`src/rtl/mxs_pkg.sv`:
```
// Shared constants, types and step-plan functions for the transpose sequencer.
// Assumes a fixed 4x4 geometry: the two-phase shuffle schedule only holds there.
package mxs_pkg;
    localparam int DIM     = 4;
    localparam int LIDX_W  = 2;
    localparam int STEPS   = 2 * DIM;
    localparam int STEP_W  = 3;
    localparam int PICK_W  = LIDX_W + 1;
    localparam int PLAN_W  = DIM * PICK_W;

    typedef enum logic {PH_CORNER = 1'b0, PH_BLOCK = 1'b1} phase_e;

    typedef struct packed {
        logic              from_b;
        logic [LIDX_W-1:0] lane;
    } lane_pick_t;

    // Per-lane pick plan for one shuffle step of a given phase and slot.
    function automatic logic [PLAN_W-1:0] pick_plan(phase_e ph, logic [1:0] slot);
        logic [PLAN_W-1:0] plan;
        lane_pick_t        p;
        plan = '0;
        for (int l = 0; l < DIM; l++) begin
            logic [1:0] lv;
            lv = 2'(l);
            if (ph == PH_CORNER) begin
                p.from_b = lv[0];
                p.lane   = {lv[1], slot[0]};
            end else begin
                p.from_b = lv[1];
                p.lane   = {slot[1], lv[0]};
            end
            plan[l*PICK_W +: PICK_W] = p;
        end
        return plan;
    endfunction

    // Row index feeding shuffle input A for a step.
    function automatic logic [1:0] src_a_row(phase_e ph, logic [1:0] slot);
        return (ph == PH_CORNER) ? {slot[1], 1'b0} : {1'b0, slot[0]};
    endfunction

    // Row index feeding shuffle input B for a step.
    function automatic logic [1:0] src_b_row(phase_e ph, logic [1:0] slot);
        return (ph == PH_CORNER) ? {slot[1], 1'b1} : {1'b1, slot[0]};
    endfunction
endpackage

```
`src/rtl/mxs_sequencer.sv`:
```
// Step controller: accepts start while idle, then walks eight shuffle steps.
// It reports the phase and the slot of each step, and pulses done with the
// last write. A start that arrives while busy is dropped.
module mxs_sequencer
    import mxs_pkg::*;
(
    input  logic        clk,
    input  logic        rst_n,
    input  logic        start,
    output logic        accept,
    output logic        busy,
    output logic        done,
    output phase_e      phase,
    output logic [1:0]  slot
);
    logic [STEP_W-1:0] step_q;

    assign accept = start && !busy;
    assign phase  = phase_e'(step_q[STEP_W-1]);
    assign slot   = step_q[1:0];

    // Advance the step counter and raise the completion pulse.
    always_ff @(posedge clk) begin
        if (!rst_n) begin
            busy   <= 1'b0;
            done   <= 1'b0;
            step_q <= '0;
        end else begin
            done <= 1'b0;
            if (accept) begin
                busy   <= 1'b1;
                step_q <= '0;
            end else if (busy) begin
                step_q <= step_q + 1'b1;
                if (step_q == STEP_W'(STEPS - 1)) begin
                    busy <= 1'b0;
                    done <= 1'b1;
                end
            end
        end
    end
endmodule

```
`src/rtl/mxs_row_bank.sv`:
```
// Bank of DIM row registers. It can load all rows at once or write a single
// row by index. A row holds its value when neither kind of write targets it.
module mxs_row_bank
    import mxs_pkg::*;
#(
    parameter int ROW_W = 128
) (
    input  logic                 clk,
    input  logic                 rst_n,
    input  logic                 load_en,
    input  logic [DIM*ROW_W-1:0] load_data,
    input  logic                 wr_en,
    input  logic [1:0]           wr_idx,
    input  logic [ROW_W-1:0]     wr_data,
    output logic [DIM*ROW_W-1:0] rows
);
    for (genvar r = 0; r < DIM; r++) begin : g_row
        // Update one row from a bulk load or an indexed write.
        always_ff @(posedge clk) begin
            if (!rst_n) begin
                rows[r*ROW_W +: ROW_W] <= '0;
            end else if (load_en) begin
                rows[r*ROW_W +: ROW_W] <= load_data[r*ROW_W +: ROW_W];
            end else if (wr_en && (wr_idx == 2'(r))) begin
                rows[r*ROW_W +: ROW_W] <= wr_data;
            end
        end
    end
endmodule

```
`src/rtl/mxs_lane_shuffle.sv`:
```
// Combinational two-source lane shuffle. Every output lane takes one lane of
// either source A or source B, as the per-lane pick plan directs.
module mxs_lane_shuffle
    import mxs_pkg::*;
#(
    parameter int ELEM_W = 32
) (
    input  logic [DIM*ELEM_W-1:0] src_a,
    input  logic [DIM*ELEM_W-1:0] src_b,
    input  logic [PLAN_W-1:0]     plan,
    output logic [DIM*ELEM_W-1:0] y
);
    for (genvar l = 0; l < DIM; l++) begin : g_lane
        lane_pick_t pick;
        assign pick = plan[l*PICK_W +: PICK_W];
        // Select the source element for this output lane.
        always_comb begin
            if (pick.from_b) y[l*ELEM_W +: ELEM_W] = src_b[pick.lane*ELEM_W +: ELEM_W];
            else             y[l*ELEM_W +: ELEM_W] = src_a[pick.lane*ELEM_W +: ELEM_W];
        end
    end
endmodule

```
`src/rtl/mat_xpose_seq.sv`:
```
// Top level of the 4x4 transpose sequencer. The input bank captures the
// matrix on an accepted start. One shared shuffle unit then fills the
// intermediate bank (corner phase) and the output bank (block phase), one row
// per clock. Assumes row-major packing of elements: row r, lane l at index 4r+l.
module mat_xpose_seq
    import mxs_pkg::*;
#(
    parameter int ELEM_W = 32
) (
    input  logic                     clk,
    input  logic                     rst_n,
    input  logic                     start,
    input  logic [DIM*DIM*ELEM_W-1:0] in_rows,
    output logic                     busy,
    output logic                     done,
    output logic [DIM*DIM*ELEM_W-1:0] out_rows
);
    localparam int ROW_W = DIM * ELEM_W;

    logic                 accept;
    phase_e               phase;
    logic [1:0]           slot;
    logic [DIM*ROW_W-1:0] src_rows;
    logic [DIM*ROW_W-1:0] mid_rows;
    logic [DIM*ROW_W-1:0] bank_sel;
    logic [ROW_W-1:0]     row_a;
    logic [ROW_W-1:0]     row_b;
    logic [ROW_W-1:0]     shuf_row;
    logic [PLAN_W-1:0]    plan;
    logic                 mid_we;
    logic                 out_we;

    mxs_sequencer u_seq (
        .clk    (clk),
        .rst_n  (rst_n),
        .start  (start),
        .accept (accept),
        .busy   (busy),
        .done   (done),
        .phase  (phase),
        .slot   (slot)
    );

    mxs_row_bank #(.ROW_W(ROW_W)) u_src_bank (
        .clk       (clk),
        .rst_n     (rst_n),
        .load_en   (accept),
        .load_data (in_rows),
        .wr_en     (1'b0),
        .wr_idx    (2'b00),
        .wr_data   ('0),
        .rows      (src_rows)
    );

    // Pick the bank and rows that feed the shuffle for the current step.
    always_comb begin
        bank_sel = (phase == PH_CORNER) ? src_rows : mid_rows;
        row_a    = bank_sel[src_a_row(phase, slot)*ROW_W +: ROW_W];
        row_b    = bank_sel[src_b_row(phase, slot)*ROW_W +: ROW_W];
        plan     = pick_plan(phase, slot);
        mid_we   = busy && (phase == PH_CORNER);
        out_we   = busy && (phase == PH_BLOCK);
    end

    mxs_lane_shuffle #(.ELEM_W(ELEM_W)) u_shuf (
        .src_a (row_a),
        .src_b (row_b),
        .plan  (plan),
        .y     (shuf_row)
    );

    mxs_row_bank #(.ROW_W(ROW_W)) u_mid_bank (
        .clk       (clk),
        .rst_n     (rst_n),
        .load_en   (1'b0),
        .load_data ('0),
        .wr_en     (mid_we),
        .wr_idx    (slot),
        .wr_data   (shuf_row),
        .rows      (mid_rows)
    );

    mxs_row_bank #(.ROW_W(ROW_W)) u_out_bank (
        .clk       (clk),
        .rst_n     (rst_n),
        .load_en   (1'b0),
        .load_data ('0),
        .wr_en     (out_we),
        .wr_idx    (slot),
        .wr_data   (shuf_row),
        .rows      (out_rows)
    );
endmodule

```
`config.mk`:
```
export PLATFORM = sky130hd
export DESIGN_NAME = mat_xpose_seq
export DESIGN_NICKNAME = d
export VERILOG_FILES = /design/src/rtl/mxs_pkg.sv /design/src/rtl/mxs_sequencer.sv /design/src/rtl/mxs_row_bank.sv /design/src/rtl/mxs_lane_shuffle.sv /design/src/rtl/mat_xpose_seq.sv
export SDC_FILE = /design/constraint.sdc
export NUM_CORES = 2
export LEC_CHECK = 0
export CAP_MARGIN = 20
export CORE_AREA = 5 5 399 401
export CTS_CLUSTER_DIAMETER = 60
export CTS_CLUSTER_SIZE = 16
export DETAILED_ROUTE_END_ITERATION = 10
export DIE_AREA = 0 0 404 406
export PLACE_DENSITY_LB_ADDON = 0.12
export SYNTH_ARGS = -nofsm -noshare
export SYNTH_HDL_FRONTEND = slang
export SYNTH_SLANG_ARGS = --single-unit
```
`constraint.sdc`:
```
create_clock -name clk -period 3.6 [get_ports clk]
set_clock_uncertainty 0.05 [all_clocks]
set_input_delay 0.9 -clock clk [delete_from_list [all_inputs] [get_ports clk]]
set_output_delay 0.9 -clock clk [all_outputs]
set_load 0.1 [all_outputs]
```
# ---- Word level (Yosys, flattened, before mapping)
# Index checks and enable logic that the tools add are counted.
# W data, S select, Z words.
dict set report word_totals {
  reg_bits 1541
  input_bits 515
  output_inout_bits 514
  word_cells 63
}
dict set report op_classes {
  addsub 1
  eq_ne 4
  shift 10
  muxes 15
  bitwise 3
  n_reduce_logical 15
}
# operator count
set ops {}
lappend ops {{$shiftx A128 B8 Y32} 8}
lappend ops {{$shiftx A512 B10 Y128} 2}
lappend ops {{$mux W512} 1}
lappend ops {{$mux W32} 4}
lappend ops {{$logic_and A1 B1 Y1} 11}
lappend ops {{$mux W2} 4}
lappend ops {{$mux W3} 2}
lappend ops {{$eq A2 B2 Y1 const B} 2}
lappend ops {{$mux W1} 4}
lappend ops {{$add A3 B1 Y3 const B} 1}
lappend ops {{$eq A3 B3 Y1 const B} 1}
lappend ops {{$not A1 Y1} 3}
lappend ops {{$reduce_or A3 Y1} 1}
lappend ops {{$eq A2 B1 Y1 const B} 1}
lappend ops {{$logic_not A2 Y1} 1}
lappend ops {{$reduce_or A2 Y1} 1}
lappend ops {{$logic_not A1 Y1} 1}

# ---- Depth between registers and ports, before layout
dict set report depth {
  word_depth 4
  mapped_depth 12
  ltp_nobuf 6
}

# ---- Modules after synthesis
# A second synthesis with hierarchy kept.
dict set report hier_totals {
  cells_unflattened 8312
  area_unflattened_um2 88874.0
}
# module instances cells_each area_per_inst_um2 seq_area_each_um2
set by_module_without_submodules {}
lappend by_module_without_submodules {mxs_row_bank 3 2324 23850.4 10249.8}
lappend by_module_without_submodules {mat_xpose_seq 1 864 8718.4 0.0}
lappend by_module_without_submodules {mxs_lane_shuffle 1 456 8369.3 0.0}
lappend by_module_without_submodules {mxs_sequencer 1 20 235.2 100.1}

# ---- Least setup slack after synthesis
# Ideal clock, no wire load.
dict set report synth_path {
  path_kind {register -> register}
  start {register u_seq.busy}
  end {register u_out_bank.rows[352]}
  setup_ps 138
  t_arrival_ps 2302
  required_ps 3412
  setup_slack_ps 1110
  stages_incl_launch_ff 9
  n_path_buf 4
  synth_period_minus_slack_ps 2490
  cell_sequence {dfxtp_1 buf_2 nand3_1 and2_1 buf_2 buf_2 clkbuf_1 nand2_1 o21ai_0}
}
dict set report synth_via {
  elab_chain_len 2
}
# element line_no
set synth_lines {}
lappend synth_lines {{from (decl)} mxs_sequencer.sv:11} ;# output logic busy,
lappend synth_lines {{from (signal assigned)} mxs_sequencer.sv:25} ;# busy <= 1'b0;
lappend synth_lines {{from (signal assigned)} mxs_sequencer.sv:31} ;# busy <= 1'b1;
lappend synth_lines {{from (signal assigned)} mxs_sequencer.sv:36} ;# busy <= 1'b0;
lappend synth_lines {{$logic_and A1 B1 Y1} mat_xpose_seq.sv:62} ;# out_we = busy && (phase == PH_BLOCK);
lappend synth_lines {{$logic_and A1 B1 Y1} mxs_row_bank.sv:24} ;# end else if (wr_en && (wr_idx == 2'(r))) begin
lappend synth_lines {{to (signal, indexed assignment)} mxs_row_bank.sv:23} ;# rows[r*ROW_W +: ROW_W] <= load_data[r*ROW_W +: ROW_W];
lappend synth_lines {{to (signal, indexed assignment)} mxs_row_bank.sv:25} ;# rows[r*ROW_W +: ROW_W] <= wr_data;
lappend synth_lines {{to (decl)} mxs_row_bank.sv:15} ;# output logic [DIM*ROW_W-1:0] rows
# No other way between the ends.
# A chain may end at the register's enable or synchronous reset.

# ---- Final worst setup path
dict set report layout_path {
  start {register u_seq.step_q[1]}
  end {register u_out_bank.rows[349]}
}
dict set report layout_via {
  elab_chain_len 4
  elab_cells_between_ends 10
  classes_between {eq/ne (1); shift (4); mux (4); reduce/logical (1)}
}
# element line_no
set layout_lines {}
lappend layout_lines {{from (decl)} mxs_sequencer.sv:16} ;# logic [STEP_W-1:0] step_q;
lappend layout_lines {{from (signal assigned)} mxs_sequencer.sv:34} ;# step_q <= step_q + 1'b1;
lappend layout_lines {{$mux W2, on equally long branches} {mxs_pkg.sv:40, mxs_pkg.sv:45}}
lappend layout_lines {{$shiftx A512 B10 Y128, on equally long branches} {mat_xpose_seq.sv:58, mat_xpose_seq.sv:59}}
lappend layout_lines {{$shiftx A128 B8 Y32, on equally long branches} {mxs_lane_shuffle.sv:19, mxs_lane_shuffle.sv:18}}
lappend layout_lines {{$mux W32} mxs_lane_shuffle.sv:18} ;# if (pick.from_b) y[l*ELEM_W +: ELEM_W] = src_b[pick.lane*ELEM_W +: ELEM_W];
# Several ways; a longest one is shown, not always the timed one.

==> impl_table.tex <==
\begin{tabular}{lr}
\hline
Metric & Value \\
\hline
\multicolumn{2}{l}{\textbf{CTS}} \\
\quad Hold buffers post-CTS & 0 \\
\quad Insertion delay to the later sink of the worst-skew pair & 780 ps \\
\quad TritonCTS Buffers & between 100 and 150 \\
\quad Post-CTS setup repair buffer count & 0 \\
\quad TritonCTS sink count & 1541 \\
\quad CTS clock-pin slew for the worst setup and hold paths & around 70 ps \\
\quad Maximum buffer depth of the clock tree & 3 \\
\quad Post-CTS resize count & 0 \\
\quad Maximum level of the CTS H-tree & 4 \\
\quad CTS tree & yes \\
\quad Root Buffer Master & clkbuf\_16 \\
\multicolumn{2}{l}{\textbf{Timing}} \\
\quad Final setup violation count & 0 \\
\quad Setup TNS & 0 ps \\
\quad RSZ-0062 raised after global routing & no \\
\quad Slew Limit Headroom & 12.6\% \\
\quad Min cycle time layout & about 3300 ps \\
\quad Slew @ Worst Pin & 1270 ps \\
\quad Number of max-slew violations in the final report & 0 \\
\quad Final number of hold-violating endpoints & 0 \\
\quad Achievable frequency & $\sim$310 MHz \\
\quad Worst setup slack after layout & 327 ps \\
\quad Fin crit share & 90.9\% \\
\multicolumn{2}{l}{\textbf{Setup path}} \\
\quad CP max stage cell & mux2i\_1 \\
\quad Critical path capture point type & register \\
\quad Critical path cell sequence & buf\_12 -> buf\_4 -> buf\_4 -> mux2i\_1 -> o22ai\_2 -> o22ai\_1 -> o21ai\_0 \\
\quad Worst endpoint data arrival time & about 3900 ps \\
\quad End of the worst register-to-register path & u\_out\_bank.rows[349] \\
\quad R2R Path Start & u\_seq.step\_q[1] \\
\quad Internal reg-to-reg setup slack & about 330 ps \\
\quad Maximum cell stage delay along the critical path & around 1000 ps \\
\quad Classification of the worst setup path & register to register \\
\quad Required time at the endpoint of the critical path & 4180 ps \\
\quad Crit-path most repeated cell & buf\_4 \\
\quad Buf/Inv on CP & 3 \\
\quad Startpoint type of the worst setup path & register \\
\quad CP top delay family & multiplexers \\
\quad Highest net fanout along the worst path & 17 \\
\quad Number of cells traversed by the worst register-to-register path & 7 \\
\multicolumn{2}{l}{\textbf{Route}} \\
\quad 1st-pass router iterations & 5 \\
\quad Drt wl/cell & around 26 µm \\
\quad Number of vias per cell after detailed routing & 5.58 \\
\quad Total wirelength of the detailed-routed design & between 200 and 300 mm \\
\quad Remaining number of nets flagged by the antenna check after routing & 0 \\
\quad Post-route DRC & 0 \\
\quad Vias after detailed routing & around 54k \\
\quad 1st-iter DRT viols & about 5.0k \\
\multicolumn{2}{l}{\textbf{Floorplan}} \\
\quad Initial cell density of the core & about two fifths \\
\quad Num rows & roughly 150 \\
\quad Overall die width & $\sim$400 µm \\
\quad Die area & $\sim$160000 µm² \\
\quad Height of the die & between 400 and 500 µm \\
\quad Standard cell core area & approximately 160000 µm² \\
\quad Number of placed I/O pins & $\sim$1k \\
\multicolumn{2}{l}{\textbf{Power}} \\
\quad Clock Power Share & between 40\% and 50\% \\
\quad Pleak & just under 30 nW \\
\quad Seq pwr share & a little under half \\
\quad PnR Total Power & approximately 0.037 W \\
\quad Switching share of total power & around a quarter \\
\quad Power spent charging and discharging nets & approximately 0.01 W \\
\quad Power per cell area & roughly 480 nW/µm² \\
\quad Max rail drop VDD & roughly 0.49 mV \\
\quad Cell internal pwr & 0.0277 W \\
\quad Gate power share & between 10\% and 20\% \\
\multicolumn{2}{l}{\textbf{Yosys}} \\
\quad Count of distinct cell types in the synthesized netlist & 51 \\
\quad Total of warnings raised by yosys & 0 \\
\quad Sequential fraction of the synthesis area & between 50\% and 60\% \\
\quad Most used DFF post-synth & dfxtp\_1 \\
\quad Fraction of registers with async set/reset & 0\% \\
\quad Mapped Avg Cell Area & 9.13 µm² \\
\quad \#FFs+latches synth & between 1.5k and 2k \\
\quad Post-synthesis cell count & 6742 \\
\quad Cell area after synthesis & about 60000 µm² \\
\quad Number of flops mapped to enable cells by yosys & 0 \\
\quad Post-synth net total & roughly 7.3k \\
\multicolumn{2}{l}{\textbf{Place}} \\
\quad Detail Placement HPWL & around 180 mm \\
\quad Final RePlAce weighted congestion & 0.888 \\
\quad Number of I/O port buffers & around 1k \\
\quad Dpl cells & 9419 \\
\quad Post-Place Worst Slack & about 440 ps \\
\multicolumn{2}{l}{\textbf{Layout}} \\
\quad Final standard cell count with taps included and fillers excluded & 9679 \\
\quad Final-stage net count & between 8k and 9k \\
\quad Fraction of layout cells with a size suffix above 1 & 14.4\% \\
\quad Relative area change from synthesis to final layout & 26.0\% \\
\multicolumn{2}{l}{\textbf{Hold path}} \\
\quad Hold\_sp & u\_out\_bank.rows[101] \\
\quad Hold endpoint & u\_out\_bank.rows[101] \\
\quad Type of the worst min-delay path & register to register \\
\quad Hold Path Stages & 2 \\
\multicolumn{2}{l}{\textbf{Global routing}} \\
\quad Vias in the first global route & 50.1k \\
\quad Global-route wire length before repair & 361 mm \\
\quad Maximum number of pins on one net before global-route repair & about 210 \\
\quad Initial antenna violation count & 42 \\
\quad Global Route Usage Sum & 29.6\% \\
\quad Aggregate global routing overflow & 0 \\
\multicolumn{2}{l}{\textbf{Outcome}} \\
\quad Result of the run & finished, final reports clean \\
\multicolumn{2}{l}{\textbf{Flow run}} \\
\quad Max-cap violations & 0 \\
\hline
\end{tabular}
==> cells in the mapped netlist (11+ instances only) <==
| cell | number | area, µm² |
|---|---|---|
| o22ai_2 | 15 | 188 |
| buf_4 | 18 | 135 |
| a2bb2oi_2 | 37 | 556 |
| a21boi_0 | 597 | 4480 |
| a32oi_1 | 30 | 263 |
| clkbuf_1 | 337 | 1260 |
| nand2b_1 | 21 | 131 |
| nand3_1 | 25 | 125 |
| mux2i_1 | 315 | 3150 |
| dfxtp_1 | 1541 | 30800 |
| and3_1 | 41 | 257 |
| buf_2 | 192 | 961 |
| nor3b_1 | 237 | 1780 |
| a32o_1 | 167 | 1670 |
| a21o_1 | 15 | 113 |
| a21oi_1 | 294 | 1470 |
| nand2_1 | 1346 | 5050 |
| a22o_1 | 238 | 2080 |
| o22ai_1 | 56 | 350 |
| a22oi_1 | 11 | 82.6 |
| a221o_1 | 15 | 150 |
| o21ai_0 | 461 | 2310 |
| inv_1 | 20 | 75.1 |
| buf_6 | 19 | 214 |
| nor2_1 | 429 | 1610 |
| o2111ai_1 | 15 | 131 |
| buf_1 | 31 | 116 |
| mux2_2 | 52 | 586 |
| nor2b_1 | 48 | 300 |
| and2_1 | 24 | 150 |
==> worst min-delay path: cells and delay by family, from the launching register on <==
kind | cells | cell delay [ps]
flip-flops | 1 | 330
AND/OR/NAND/NOR | 1 | 40
AO/OA/AOI/OAI | 1 | 50
==> layout by cell type, fill, tap and decap left out, types with 24 or more instances in the layout <==
cell | netlist | layout
mux2_2 | 52 | 52
a22o_1 | 238 | 238
nor3b_1 | 237 | 237
nand3_1 | 25 | 25
a21boi_0 | 597 | 597
clkdlybuf4s50_1 | 0 | 513
clkbuf_16 | 0 | 149
o21ai_0 | 461 | 461
mux2i_1 | 315 | 315
diode_2 | 0 | 24
and3_1 | 41 | 41
a32oi_1 | 30 | 30
a21oi_1 | 294 | 294
nor2b_1 | 48 | 46
a2bb2oi_2 | 37 | 37
buf_12 | 0 | 60
nor2_1 | 429 | 426
dfxtp_1 | 1541 | 1538
nand2_1 | 1346 | 1342
buf_4 | 18 | 642
a32o_1 | 167 | 167
o22ai_1 | 56 | 53
==> routing by layer <==
metal,GRT usage (%),up-vias,share of wire (%)
li1,-,25103,-
met1,43.7,26531,47
met2,42.8,2063,42
met3,6.81,313,8.3
met4,9.15,24,3.0
met5,0,-,0.064
==> registers in the layout, indices dropped and copies added, names as in the netlist <==
| register | flops |
|---|---|
| u_seq.done | 1 |
| u_src_bank.rows | 512 |
| u_seq.busy | 1 |
| u_seq.step_q | 3 |
| u_out_bank.rows | 512 |
| u_mid_bank.rows | 512 |
==> cell type report <==
class	count	area (µm²)
fillers	14685	77800
flip-flops and latches	1541	30900
multi-input cells	4583	28100
repair buffers	1216	11200
clock buffers	169	3940
well taps	2058	2570
clock inverters	67	793
inverters	21	78.8
diodes	24	60.1
==> worst max-delay path by stage <==
stage,slack (ps),endpoint,from,depth (start not counted)
after global placement,470,u_out_bank.rows[475],u_seq.step_q[1],6
after floorplan,1110,u_out_bank.rows[352],u_seq.busy,8
after global routing,230,u_out_bank.rows[476],u_seq.step_q[1],7
final,330,u_out_bank.rows[349],u_seq.step_q[1],7
after CTS,430,u_out_bank.rows[472],u_seq.step_q[1],6
after detailed placement,440,u_out_bank.rows[472],u_seq.step_q[1],6
==> through the flow <==
stage	hold slack, ps	cell area, µm²	util, %
6_report	404	77500	49.9
3_3_place_gp	387	72700	46.8
2_1_floorplan	389	61600	-
5_1_grt	426	77500	49.9
3_5_place_dp	394	72700	46.8
4_1_cts	409	77500	49.9
==> power groups by stage <==
stage	logic [W]	registers [W]	clock network [W]
finish	0.00386	0.0179	0.0158
global route	0.00411	0.0179	0.0167
global placement	0.00379	0.0182	0
floorplan	0.00198	0.0182	0
detailed placement	0.00382	0.0182	0
CTS	0.00383	0.0179	0.0160
==> cell families (layout without fill, tap and decap cells) <==
logic type	count (synthesis)	in the layout	share of synthesized area [%]
multiplexers	377	377	6.44
AND/OR/NAND/NOR	2193	2193	15.5
buffers and inverters	618	1473	4.50
AO/OA/AOI/OAI	2008	2008	23.3
adder cells (fa/ha/maj)	5	5	0.102
other	0	24	0
flip-flops	1541	1541	50.1
(Power assumes the default switching activity.)
